## src/rtl/win_ptr_pkg.sv

```systemverilog
package win_ptr_pkg;
  localparam int CWP_W   = 5;
  localparam int POS_ET  = 5;
  localparam int POS_PS  = 6;
  localparam int POS_S   = 7;
  localparam int POS_PIL = 8;
  localparam int PIL_W   = 4;
  localparam int POS_EF  = 12;
  localparam int STAT_W  = POS_EF + 1;

  typedef enum logic [1:0] {
    TRAP_NONE = 2'd0,
    TRAP_WOVF = 2'd1,
    TRAP_WUNF = 2'd2,
    TRAP_ILL  = 2'd3
  } trap_e;

  typedef struct packed {
    logic             ef;
    logic [PIL_W-1:0] pil;
    logic             s;
    logic             ps;
    logic             et;
  } flags_t;
endpackage

```

## src/rtl/win_ptr_step.sv

```systemverilog
module win_ptr_step #(
  parameter int NWIN = 8
) (
  input  logic [win_ptr_pkg::CWP_W-1:0] cwp_i,
  output logic [win_ptr_pkg::CWP_W-1:0] dn_o,
  output logic [win_ptr_pkg::CWP_W-1:0] up_o
);
  import win_ptr_pkg::*;
  localparam logic [CWP_W-1:0] LAST = CWP_W'(NWIN - 1);

  // pointer is kept below NWIN, so one compare suffices for each wrap
  assign dn_o = (cwp_i == '0)   ? LAST : cwp_i - CWP_W'(1);
  assign up_o = (cwp_i == LAST) ? '0   : cwp_i + CWP_W'(1);
endmodule

```

## src/rtl/win_ptr_decide.sv

```systemverilog
module win_ptr_decide #(
  parameter int NWIN = 8
) (
  input  logic                          save_i,
  input  logic                          restore_i,
  input  logic                          rett_i,
  input  logic                          stat_we_i,
  input  logic [win_ptr_pkg::STAT_W-1:0] stat_wdata_i,
  input  logic [win_ptr_pkg::CWP_W-1:0] dn_i,
  input  logic [win_ptr_pkg::CWP_W-1:0] up_i,
  input  logic [NWIN-1:0]               mask_i,
  input  win_ptr_pkg::flags_t           flags_i,
  output logic                          trap_vld_o,
  output win_ptr_pkg::trap_e            trap_type_o,
  output logic                          cwp_we_o,
  output logic [win_ptr_pkg::CWP_W-1:0] cwp_nxt_o,
  output logic                          flags_we_o,
  output win_ptr_pkg::flags_t           flags_nxt_o
);
  import win_ptr_pkg::*;
  localparam int MASK_EXT = 1 << CWP_W;

  logic [MASK_EXT-1:0] mask_ext;
  logic [CWP_W-1:0]    wr_cwp;
  logic                wr_ok;
  logic                dn_bad, up_bad;

  assign mask_ext = MASK_EXT'(mask_i);
  assign dn_bad   = mask_ext[dn_i];
  assign up_bad   = mask_ext[up_i];
  assign wr_cwp   = stat_wdata_i[CWP_W-1:0];
  assign wr_ok    = {1'b0, wr_cwp} < (CWP_W+1)'(NWIN);

  always_comb begin
    trap_vld_o  = 1'b0;
    trap_type_o = TRAP_NONE;
    cwp_we_o    = 1'b0;
    cwp_nxt_o   = dn_i;
    flags_we_o  = 1'b0;
    flags_nxt_o = flags_i;
    if (save_i) begin
      if (dn_bad) begin
        trap_vld_o  = 1'b1;
        trap_type_o = TRAP_WOVF;
      end else begin
        cwp_we_o  = 1'b1;
        cwp_nxt_o = dn_i;
      end
    end else if (restore_i) begin
      if (up_bad) begin
        trap_vld_o  = 1'b1;
        trap_type_o = TRAP_WUNF;
      end else begin
        cwp_we_o  = 1'b1;
        cwp_nxt_o = up_i;
      end
    end else if (rett_i) begin
      if (flags_i.et) begin
        trap_vld_o  = 1'b1;
        trap_type_o = TRAP_ILL;
      end else if (up_bad) begin
        trap_vld_o  = 1'b1;
        trap_type_o = TRAP_WUNF;
      end else begin
        cwp_we_o      = 1'b1;
        cwp_nxt_o     = up_i;
        flags_we_o    = 1'b1;
        flags_nxt_o.s = flags_i.ps;
      end
    end else if (stat_we_i) begin
      if (!wr_ok) begin
        trap_vld_o  = 1'b1;
        trap_type_o = TRAP_ILL;
      end else begin
        cwp_we_o        = 1'b1;
        cwp_nxt_o       = wr_cwp;
        flags_we_o      = 1'b1;
        flags_nxt_o.et  = stat_wdata_i[POS_ET];
        flags_nxt_o.ps  = stat_wdata_i[POS_PS];
        flags_nxt_o.s   = stat_wdata_i[POS_S];
        flags_nxt_o.pil = stat_wdata_i[POS_PIL +: PIL_W];
        flags_nxt_o.ef  = stat_wdata_i[POS_EF];
      end
    end
  end
endmodule

```

## src/rtl/win_stat_pack.sv

```systemverilog
module win_stat_pack (
  input  logic [win_ptr_pkg::CWP_W-1:0]  cwp_i,
  input  win_ptr_pkg::flags_t            flags_i,
  output logic [win_ptr_pkg::STAT_W-1:0] stat_o
);
  import win_ptr_pkg::*;
  always_comb begin
    stat_o                      = '0;
    stat_o[CWP_W-1:0]           = cwp_i;
    stat_o[POS_ET]              = flags_i.et;
    stat_o[POS_PS]              = flags_i.ps;
    stat_o[POS_S]               = flags_i.s;
    stat_o[POS_PIL +: PIL_W]    = flags_i.pil;
    stat_o[POS_EF]              = flags_i.ef;
  end
endmodule

```

## src/rtl/win_ptr_ctrl.sv

```systemverilog
module win_ptr_ctrl #(
  parameter int NWIN = 8
) (
  input  logic                           clk_i,
  input  logic                           rst_ni,
  input  logic                           save_i,
  input  logic                           restore_i,
  input  logic                           rett_i,
  input  logic                           stat_we_i,
  input  logic [win_ptr_pkg::STAT_W-1:0] stat_wdata_i,
  input  logic                           mask_we_i,
  input  logic [NWIN-1:0]                mask_wdata_i,
  output logic [win_ptr_pkg::STAT_W-1:0] stat_o,
  output logic [win_ptr_pkg::CWP_W-1:0]  cwp_o,
  output logic                           trap_vld_o,
  output logic [1:0]                     trap_type_o
);
  import win_ptr_pkg::*;

  localparam flags_t FLAGS_RST = '{ef: 1'b0, pil: '0, s: 1'b1, ps: 1'b0, et: 1'b0};

  logic [CWP_W-1:0] cwp_q, cwp_nxt, dn, up;
  logic [NWIN-1:0]  mask_q;
  flags_t           flags_q, flags_nxt;
  logic             cwp_we, flags_we;
  trap_e            trap_type;

  win_ptr_step #(.NWIN(NWIN)) u_step (
    .cwp_i (cwp_q),
    .dn_o  (dn),
    .up_o  (up)
  );

  win_ptr_decide #(.NWIN(NWIN)) u_decide (
    .save_i       (save_i),
    .restore_i    (restore_i),
    .rett_i       (rett_i),
    .stat_we_i    (stat_we_i),
    .stat_wdata_i (stat_wdata_i),
    .dn_i         (dn),
    .up_i         (up),
    .mask_i       (mask_q),
    .flags_i      (flags_q),
    .trap_vld_o   (trap_vld_o),
    .trap_type_o  (trap_type),
    .cwp_we_o     (cwp_we),
    .cwp_nxt_o    (cwp_nxt),
    .flags_we_o   (flags_we),
    .flags_nxt_o  (flags_nxt)
  );

  win_stat_pack u_pack (
    .cwp_i   (cwp_q),
    .flags_i (flags_q),
    .stat_o  (stat_o)
  );

  always_ff @(posedge clk_i or negedge rst_ni) begin
    if (!rst_ni) begin
      cwp_q   <= '0;
      mask_q  <= '0;
      flags_q <= FLAGS_RST;
    end else begin
      if (cwp_we)    cwp_q   <= cwp_nxt;
      if (flags_we)  flags_q <= flags_nxt;
      if (mask_we_i) mask_q  <= mask_wdata_i;
    end
  end

  assign cwp_o       = cwp_q;
  assign trap_type_o = trap_type;
endmodule

```

## config.mk

```make
export PLATFORM = sky130hd
export DESIGN_NAME = win_ptr_ctrl
export DESIGN_NICKNAME = d
export VERILOG_FILES = /design/src/rtl/win_ptr_pkg.sv /design/src/rtl/win_ptr_step.sv /design/src/rtl/win_ptr_decide.sv /design/src/rtl/win_stat_pack.sv /design/src/rtl/win_ptr_ctrl.sv
export SDC_FILE = /design/constraint.sdc
export NUM_CORES = 1
export LEC_CHECK = 0
export BUFFER_PORTS_ARGS = -buffer_cell sky130_fd_sc_hd__buf_2
export CORE_MARGIN = 2
export CORE_UTILIZATION = 53
export CTS_BUF_LIST = sky130_fd_sc_hd__clkbuf_4 sky130_fd_sc_hd__clkbuf_8 sky130_fd_sc_hd__clkbuf_16
export DETAILED_ROUTE_END_ITERATION = 16
export MAX_ROUTING_LAYER = met4
export PLACE_DENSITY = 0.84
export SYNTH_ARGS = -nofsm -noshare
export SYNTH_HDL_FRONTEND = slang
export SYNTH_HIERARCHICAL = 1
export SYNTH_SLANG_ARGS = --single-unit
export TNS_END_PERCENT = 30
```

## constraint.sdc

```tcl
create_clock -name clk_i -period 3.9 [get_ports clk_i]
set_input_delay 1.17 -clock clk_i [delete_from_list [all_inputs] [get_ports clk_i]]
set_output_delay 1.17 -clock clk_i [all_outputs]
set_load 0.05 [all_outputs]
```

# Word-level counts from Yosys, hierarchy flattened
# Cells that the tools add are included.
[word_totals]
reg_bits = 21
out_inout_bits = 21
[op_classes]
add_sub_neg = 2
order_cmp = 3
eq_ne = 3
mux = 44
bitwise_logic = 3
reduce_logical = 5
[ops]
columns = ["op", "n"]
rows = [
  ["2-to-1 mux 5 bit", 9],
  ["2-to-1 mux 1 bit", 24],
  ["2-to-1 mux 2 bit", 7],
  ["less-than comparator 5 x 6 -> 1 bit (second input constant)", 2],
  ["binary-select mux 1 bit (select 5 bit)", 2],
  ["AND reduction 7 bit", 1],
  ["2-to-1 mux 3 bit", 2],
  ["AND reduction 6 bit", 1],
  ["adder 5 x 1 -> 5 bit (second input constant)", 1],
  ["== test 5 x 3 -> 1 bit (second input constant)", 1],
  ["zero test 5 bit", 1],
  ["less-than comparator 5 x 4 -> 1 bit (second input constant)", 1],
  ["subtractor 5 x 1 -> 5 bit (second input constant)", 1],
  ["inequality test 2 bit (second input constant)", 2],
  ["nonzero test 2 bit", 2],
  ["inverter 1 bit", 3],
]

# Logic depth before layout (Yosys ltp)
# Gate-level depths: netlist (run 1).
[logic_depth]
word_depth = 10
ltp_mapped = 9

# By module
# The synthesis (run 1) kept the hierarchy.
[by_module_without_submodules]
columns = ["module", "instances", "cells_per_inst", "area_per_inst_um2", "seq_area_each_um2"]
rows = [
  ["win_ptr_ctrl", 1, 44, 845.8, 526.8],
  ["win_ptr_decide", 1, 96, 699.4, 0.0],
  ["win_ptr_step", 1, 23, 161.4, 0.0],
  ["win_stat_pack", 1, 13, 97.6, 0.0],
]

# Least setup slack after synthesis (run 1)
# Ideal clock, no wire load.
[synth_timing]
path_type = "reg2out"
from = "register cwp_q[0] (netlist: cwp_o[0])"
to = "output port trap_vld_o"
arrival_ps = 3696
slack_ps = -966
stages_incl_launch_ff = 9
n_path_buf = 0
path_cell_list = "dfrtp_1 ha_1 a21oi_1 mux2_1 or2_2 a221o_1 a211oi_4 nor2_2 o31ai_1"
[synth_via]
elab_chain_len = 9
elab_cells_between_ends = 16
[synth_lines]
columns = ["item", "line", "text"]
rows = [
  ["from (decl)", "win_ptr_ctrl.sv:22", "logic [CWP_W-1:0] cwp_q, cwp_nxt, dn, up;"],
  ["from (signal assigned)", "win_ptr_ctrl.sv:64", "if (cwp_we) cwp_q <= cwp_nxt;"],
  ["adder 5 x 1 -> 5 bit / == test 5 x 3 -> 1 bit (equally long branches)", "win_ptr_step.sv:13", "assign up_o = (cwp_i == LAST) ? '0 : cwp_i + CWP_W'(1);"],
  ["2-to-1 mux 5 bit (*)", "win_ptr_step.sv:13", ""],
  ["via up[3]", "win_ptr_ctrl.sv:22", ""],
  ["binary-select mux 1 bit (select 5 bit) (*)", "win_ptr_decide.sv:30", "assign up_bad = mask_ext[up_i];"],
  ["2-to-1 mux 1 bit (implied by the code) (*)", "win_ptr_decide.sv:30", ""],
  ["2-to-1 mux 1 bit (*)", "win_ptr_decide.sv:50, win_ptr_decide.sv:61", ""],
  ["2-to-1 mux 1 bit", "win_ptr_decide.sv:58", "if (flags_i.et) begin"],
  ["2-to-1 mux 1 bit", "win_ptr_decide.sv:57", "end else if (rett_i) begin"],
  ["2-to-1 mux 1 bit (*)", "win_ptr_decide.sv:49", "end else if (restore_i) begin"],
  ["2-to-1 mux 1 bit (*)", "win_ptr_decide.sv:41", "if (save_i) begin"],
  ["to (decl)", "win_ptr_ctrl.sv:15", "output logic trap_vld_o,"],
]
# Mark *: on every way through the listed nets, which the timed path passes. The rest lies on a longest branch. The select of a mux whose other input is x is not followed.

# Worst setup path in the final report (run 1)
[layout_timing]
from = "register cwp_q[1] (netlist: cwp_o[1])"
to = "output port trap_vld_o"
# Same word-level chain as after synthesis.

==> results of run 1 <==
cells by family after synthesis:
family | count (synthesis) | synth area share
AOI/OAI and AO/OA | 37 | 0.147
buffers and inverters | 31 | 0.122
muxes | 37 | 0.274
DFF | 21 | 0.292
and+or+nand+nor | 45 | 0.137
adders and majority gates | 2 | 0.0139
xor gates and xnor gates | 3 | 0.0146
layout make-up:
type,count,area share
tap,46,0.0264
sequential,21,0.246
clock buffer,3,0.0103
multi-input combinational,124,0.529
clock inverter,1,0.00230
timing repair buffer,62,0.169
inverter,10,0.0172
state kept, by name, summed over array words and instances (netlist names):
| signal | flops |
|---|---|
| cwp_o | 5 |
| mask_q | 8 |
| flags_q | 8 |
placed cells by master, fill, tap and decap left out, types with 2 or more instances in the layout:
cell	n
a31oi_1	2
mux2_4	17
buf_6	4
mux4_2	2
and2b_2	2
o21ai_0	9
nand2_1	5
inv_2	2
a21oi_1	2
o31ai_4	2
nand2b_1	2
o21a_1	3
nor3_1	3
buf_4	13
clkbuf_4	3
nor2_1	13
mux2_2	13
inv_1	8
buf_2	45
nand3_1	6
mux2i_1	4
o211ai_1	3
o31ai_2	2
dfrtp_2	4
dfrtp_1	15
critical path: cells and delay by family (launching register included):
kind / cells / cell delay, ns
AOI/OAI and AO/OA: 4 / 0.85
DFF: 1 / 0.42
and+or+nand+nor: 2 / 0.36
buffers and inverters: 2 / 0.30
muxes: 1 / 0.28
adders and majority gates: 1 / 0.16
timing repair:
| item | in CTS | in global routing |
|---|---|---|
| gates resized for setup | 17 | 4 |
| setup buffers | 6 | 1 |
| pin swaps | 5 | 3 |
| setup endpoints to repair | 3 | 3 |
power groups by stage:
stage          logic [mW]  clock network (mW)  registers [mW]
2_1_floorplan        1.16                   0           0.465
3_3_place_gp         1.40                   0           0.400
3_5_place_dp         1.43                   0           0.404
4_1_cts              1.57               0.114           0.395
5_1_grt              1.73               0.124           0.416
6_report             1.62               0.108           0.403
how the worst max path moves through the flow:
stage                         startpoint             end  cells after the start  slack (ns)
finish              cwp_o[1]$_DFFE_PN0P_      trap_vld_o                     10        0.05
global route        cwp_o[1]$_DFFE_PN0P_      trap_vld_o                      9       -0.07
CTS                 cwp_o[1]$_DFFE_PN0P_  trap_type_o[0]                     11       0.001
detailed placement  cwp_o[0]$_DFFE_PN0P_      trap_vld_o                      9        0.18
global placement    cwp_o[0]$_DFFE_PN0P_      trap_vld_o                      9        0.22
floorplan           cwp_o[1]$_DFFE_PN0P_      trap_vld_o                      8      0.0002
metal layers:
layer / GRT usage / routed length [um] / up-vias
li1: - / - / 718
met3: 0.0453 / 287 / 12
met4: 0.0806 / 89 / 0
met1: 0.289 / 1730 / 739
met5: - / 0 / -
met2: 0.378 / 2030 / 70
==> flow_summary.ini, run 1 <==
[outcome]
status = completed

[layout]
antenna_cells = 0
syn_to_final_growth_pct = 20.8
fin_cells = 267
fin_util = 0.658
multi_input_area_mm2 = 0.00115
fillers = 279
nets = 252
final_layout_size_suffix_gt1_frac = 0.570
ff_latch_area_um2 = 536
fin_area_mm2 = 0.00218

[placed_design]
numPortBuffers = 48
placed_cells = 256
placed_area_mm2 = 0.00202
dp_worst_setup_slack_ns = 0.183
finalWeightedCongestion = 0.968
dp_hpwl_um = 3010

[detailed_routing]
routed_wl_um = 4140
drc_errors = 0
firstDrtPassIters = 4
vias = 1539
wl_per_cell_um = 15.5
viasPerCell = 5.76
first_iter_violations = 89
ant_nets = 0

[timing]
max_freq_mhz = 260
holdWs_ns = 0.552
setup_ws_ns = 0.0495
finalSetupTns_ns = 0
rsz0062_at_grt = true
final-setup-viol-count = 0
min_period_over_period = 0.987
hold_viol = 0
max_slew_margin = 0.309
worst_pin_slew_ns = 1.03
drv_slew = 0
timing.final.crit_period_ns = 3.85
finClkSkew_ns = 0.00660

[clocking]
clkSlewWorstSetupHoldPaths_ns = 0.12
cts-root-buf = clkbuf_4
cts.sinks = 21
insertion_delay_ns = 0.31
cts.htree.levels = 1
holdBufCountCts = 0
cts_tree = yes
numCtsBuffers = 3
clk_path_buf_depth = 2

[worst_setup_path]
critical_path.max_stage_delay_ns = 0.42
arrival_ns = 2.68
crit_chain = buf_6, ha_4, a21oi_2, mux2_4, or2_4, a221o_1, a211oi_4, nor2_4, o31ai_4, buf_6
critPathRequiredTime_ns = 2.73
cp_slowest_cell = dfrtp_2
r2r_cells = 11
crit-reg2reg-launch = cwp_o[1]$_DFFE_PN0P_
rr_endpoint = flags_q[2]$_DFFE_PN1P_
start_kind = register
cpMostUsedCell = buf_6
critPathKind = reg -> out
rrSetupSlack_ns = 0.49
cp-end-kind = output port
crit_fanout = 4

[floorplan]
die_h_um = 62.3
pin_count = 49
die_w_um = 62.3
rows = 21
core_area_mm2 = 0.00331
die-area_mm2 = 0.00389
start_util = 0.545

[pwr]
finalPower_mw = 2.13
ir_drop_mv = 0.408
p_leak_nw = 1.02
seqPwrFrac = 0.190
switching_power_mw = 1.12
powerDensity_mw_per_mm2 = 976
pwr-share-clk = 0.051
p_int_mw = 1.01
swShare = 0.527
p_comb_frac = 0.759

[synth]
synth_edf_count = 0
ys_top_cells_by_area = dfrtp_1 28%, mux2_4 13%, mux2_2 8.1%
ys_ff_latch = 21
post_synth_instance_area_mm2 = 0.00180
synth-main-ff-cell = dfrtp_1
yosysSeqAreaShare = 0.292
syn-instance-count = 176
synth_top_cell_by_area = dfrtp_1
syn_area_per_cell_um2 = 10.3
async_flop_share = 1.00
yosysMostFrequentCell = dfrtp_1
synth_commonest_cells = 20 x dfrtp_1, 16 x mux2_4, 13 x buf_4, 13 x mux2_2, 13 x nor2_1
yosysWarningCount = 6
mappedNetlistNets = 206
synth_cell_types = 51
synth_top_cell_area_share = 0.277

[global_route]
grt_pass1_wl_um = 7050
grt_util_all_layers = 0.231
grt_pass1_vias = 1521
grt_max_degree = 22
antenna_found_initial = 0
grt_overflow = 0

[worst_hold_path]
holdPathEnd = flags_q[3]$_DFFE_PN0P_
whs_path_depth = 1
hold_path.class = reg -> reg
hp-start = flags_q[3]$_DFFE_PN0P_

[run]
cap_violations = 0
No activity file was read; power rests on OpenSTA's default activity.
==> run 2: changes to the inputs <==
--- a/config.mk
+++ b/config.mk
@@ -5,13 +5,14 @@
 export SDC_FILE = /design/constraint.sdc
 export NUM_CORES = 1
 export LEC_CHECK = 0
+export ABC_AREA = 1
 export BUFFER_PORTS_ARGS = -buffer_cell sky130_fd_sc_hd__buf_2
 export CORE_MARGIN = 2
-export CORE_UTILIZATION = 53
+export CORE_UTILIZATION = 52
 export CTS_BUF_LIST = sky130_fd_sc_hd__clkbuf_4 sky130_fd_sc_hd__clkbuf_8 sky130_fd_sc_hd__clkbuf_16
 export DETAILED_ROUTE_END_ITERATION = 16
 export MAX_ROUTING_LAYER = met4
-export PLACE_DENSITY = 0.84
+export PLACE_DENSITY = 0.83
 export SYNTH_ARGS = -nofsm -noshare
 export SYNTH_HDL_FRONTEND = slang
 export SYNTH_HIERARCHICAL = 1
==> flow_summary.ini, run 2 <==
[detailed_routing]
wl_per_cell_um = 10.9
first_iter_violations = 103
drc_errors = 0
viasPerCell = 5.01
vias = 1743
firstDrtPassIters = 4
routed_wl_um = 3810
ant_nets = 0

[clocking]
holdBufCountCts = 0
insertion_delay_ns = 0.30
clkSlewWorstSetupHoldPaths_ns = 0.11
clk_path_buf_depth = 2
numCtsBuffers = 3
cts-root-buf = clkbuf_4
cts.sinks = 21
cts.htree.levels = 1
cts_tree = yes

[worst_hold_path]
hp-start = flags_q[2]$_DFFE_PN1P_
hold_path.class = reg -> reg
holdPathEnd = flags_q[2]$_DFFE_PN1P_
whs_path_depth = 2

[timing]
max_slew_margin = 0.678
rsz0062_at_grt = false
finalSetupTns_ns = 0
min_period_over_period = 0.938
max_freq_mhz = 273
drv_slew = 0
final-setup-viol-count = 0
hold_viol = 0
worst_pin_slew_ns = 0.482
finClkSkew_ns = 0.00238
timing.final.crit_period_ns = 3.66

[worst_setup_path]
arrival_ns = 2.49
rrSetupSlack_ns = 1.18
critPathKind = reg -> out
crit_chain = ha_1, nand3_1, nor2_2, nor2_4, inv_2, nand2_1, nand3_1, nand2_1, nand2_1, nand3_4, nand2_1, nand2_1, nand3_1, nand2_1, nand2_1, clkbuf_4
cp-end-kind = output port
critPathRequiredTime_ns = 2.73
crit_fanout = 8
cpMostUsedCell = nand2_1
rr_endpoint = cwp_o[4]$_DFFE_PN0P_
cp_slowest_cell = dfrtp_2
crit-reg2reg-launch = cwp_o[0]$_DFFE_PN0P_
r2r_cells = 19
crit_buf_inv = 2
start_kind = register
crit_family = simple AND/OR/NAND/NOR gates
critical_path.max_stage_delay_ns = 0.47

[pwr]
powerDensity_mw_per_mm2 = 961
ir_drop_mv = 0.362
p_leak_nw = 1.15

[synth]
synth_cell_types = 28
syn_area_per_cell_um2 = 6.51
async_flop_share = 1.00
synth-main-ff-cell = dfrtp_1
synth_commonest_cells = 104 x nand2_1, 29 x inv_1, 20 x dfrtp_1, 20 x nor2_1, 18 x o21ai_0
mappedNetlistNets = 294
synth_top_cell_by_area = dfrtp_1
synth_top_cell_area_share = 0.291
synth_edf_count = 0
yosysMostFrequentCell = nand2_1
yosysSeqAreaShare = 0.306
yosysWarningCount = 6
syn-instance-count = 264
post_synth_instance_area_mm2 = 0.00172
ys_top_cells_by_area = dfrtp_1 29%, nand2_1 23%, inv_1 6.3%
ys_ff_latch = 21

[layout]
syn_to_final_growth_pct = 14.1
antenna_cells = 0
final_layout_size_suffix_gt1_frac = 0.257
fin_util = 0.632
nets = 335
fillers = 315
final_common_cell = nand2_1
fin_cells = 348
layout_common_cells = 104 x nand2_1, 47 x buf_2, 29 x inv_1, 18 x dfrtp_1, 18 x nor2_1

[placed_design]
finalWeightedCongestion = 0.940
dp_hpwl_um = 2970
placed_cells = 342
numPortBuffers = 48

[global_route]
gr-usage-met2 = 0.355
grt_max_degree = 22
grt_overflow = 0
antenna_found_initial = 0
global_route.usage.met1 = 0.291
grt_util_all_layers = 0.221
grt_pass1_vias = 1458
top_usage_layer = met2
grt_pass1_wl_um = 6150
use_met3 = 0.0315

[floorplan]
core_area_mm2 = 0.00310
pin_count = 49
start_util = 0.554
die-area_mm2 = 0.00378
die_w_um = 61.5
die_h_um = 61.5
rows = 20

[outcome]
status = completed

[run]
cap_violations = 0
## run 2: cell count changes after synthesis, moves of 4 or more
cell,change
o21ai_0,+9
mux2_2,-7
nand2_1,+99
nor2_1,+7
mux2_4,-16
inv_1,+19
nand3_1,+8
o31ai_1,-4
mux2i_1,-4
nor3_1,-4
## run 2: layout make-up
cell class	instances	area (um2)	share of cell area
multi-input combinational	194	947	0.483
timing repair buffer	53	280	0.143
clock buffer	4	30.0	0.0153
sequential	21	529	0.270
inverter	32	120	0.0612
tap	44	55.1	0.0281
## run 2: kinds of logic after synthesis
logic type / count (synthesis) / synth area share
fa+ha+maj: 2 / 0.0146
xor+xnor: 3 / 0.0153
flops: 21 / 0.306
simple gates: 148 / 0.360
mux: 6 / 0.0393
buf+inv: 49 / 0.153
compound gates: 35 / 0.112
## run 2: worst max-delay path by stage
stage / endpoint / start / cells after the start
final: trap_vld_o / cwp_o[0]$_DFFE_PN0P_ / 16
after global routing: trap_vld_o / cwp_o[0]$_DFFE_PN0P_ / 16
after CTS: trap_vld_o / cwp_o[0]$_DFFE_PN0P_ / 13
after detailed placement: trap_vld_o / cwp_o[0]$_DFFE_PN0P_ / 13
after global placement: trap_vld_o / cwp_o[0]$_DFFE_PN0P_ / 13
after floorplan: trap_vld_o / cwp_o[0]$_DFFE_PN0P_ / 13
## run 2: power breakdown
| group | total, mW | internal [mW] | switching (mW) | leakage [nW] |
|---|---|---|---|---|
| Sequential | 0.371 | 0.290 | 0.0815 | 0.264 |
| Combinational | 1.40 | 0.419 | 0.984 | 0.865 |
| Clock | 0.110 | 0.0468 | 0.0635 | 0.0184 |
## run 2: stage by stage
step	hold slack (ns)	area (um2)	total power, mW	setup WS [ns]
final	0.485	1960	1.88	0.242
after CTS	0.487	1930	1.81	0.0162
after floorplan	0.442	1720	1.51	0.244
after global routing	0.504	1960	2.06	0.0418
after detailed placement	0.470	1890	1.69	0.254
after global placement	0.461	1890	1.67	0.399
## run 2: tightest hold or removal path, cell delays in order, from the launching register on
cell and delay, ns:
dfstp_2 0.40, nand2_1 0.06, nand2_1 0.04
## run 2: layer usage
metal / wire length (um) / vias to the layer above
met3: 151 / 4
met4: 31 / 0
li1: - / 896
met5: 0 / -
met2: 1850 / 40
met1: 1770 / 803
## run 2: timing repair
| item | 4_1_cts | 5_1_grt |
|---|---|---|
| cloned | 0 | 0 |
| setup buffers | 0 | 2 |
| setup endpoints to repair | 2 | 2 |
| resized for setup | 1 | 7 |
| pin swaps | 0 | 1 |
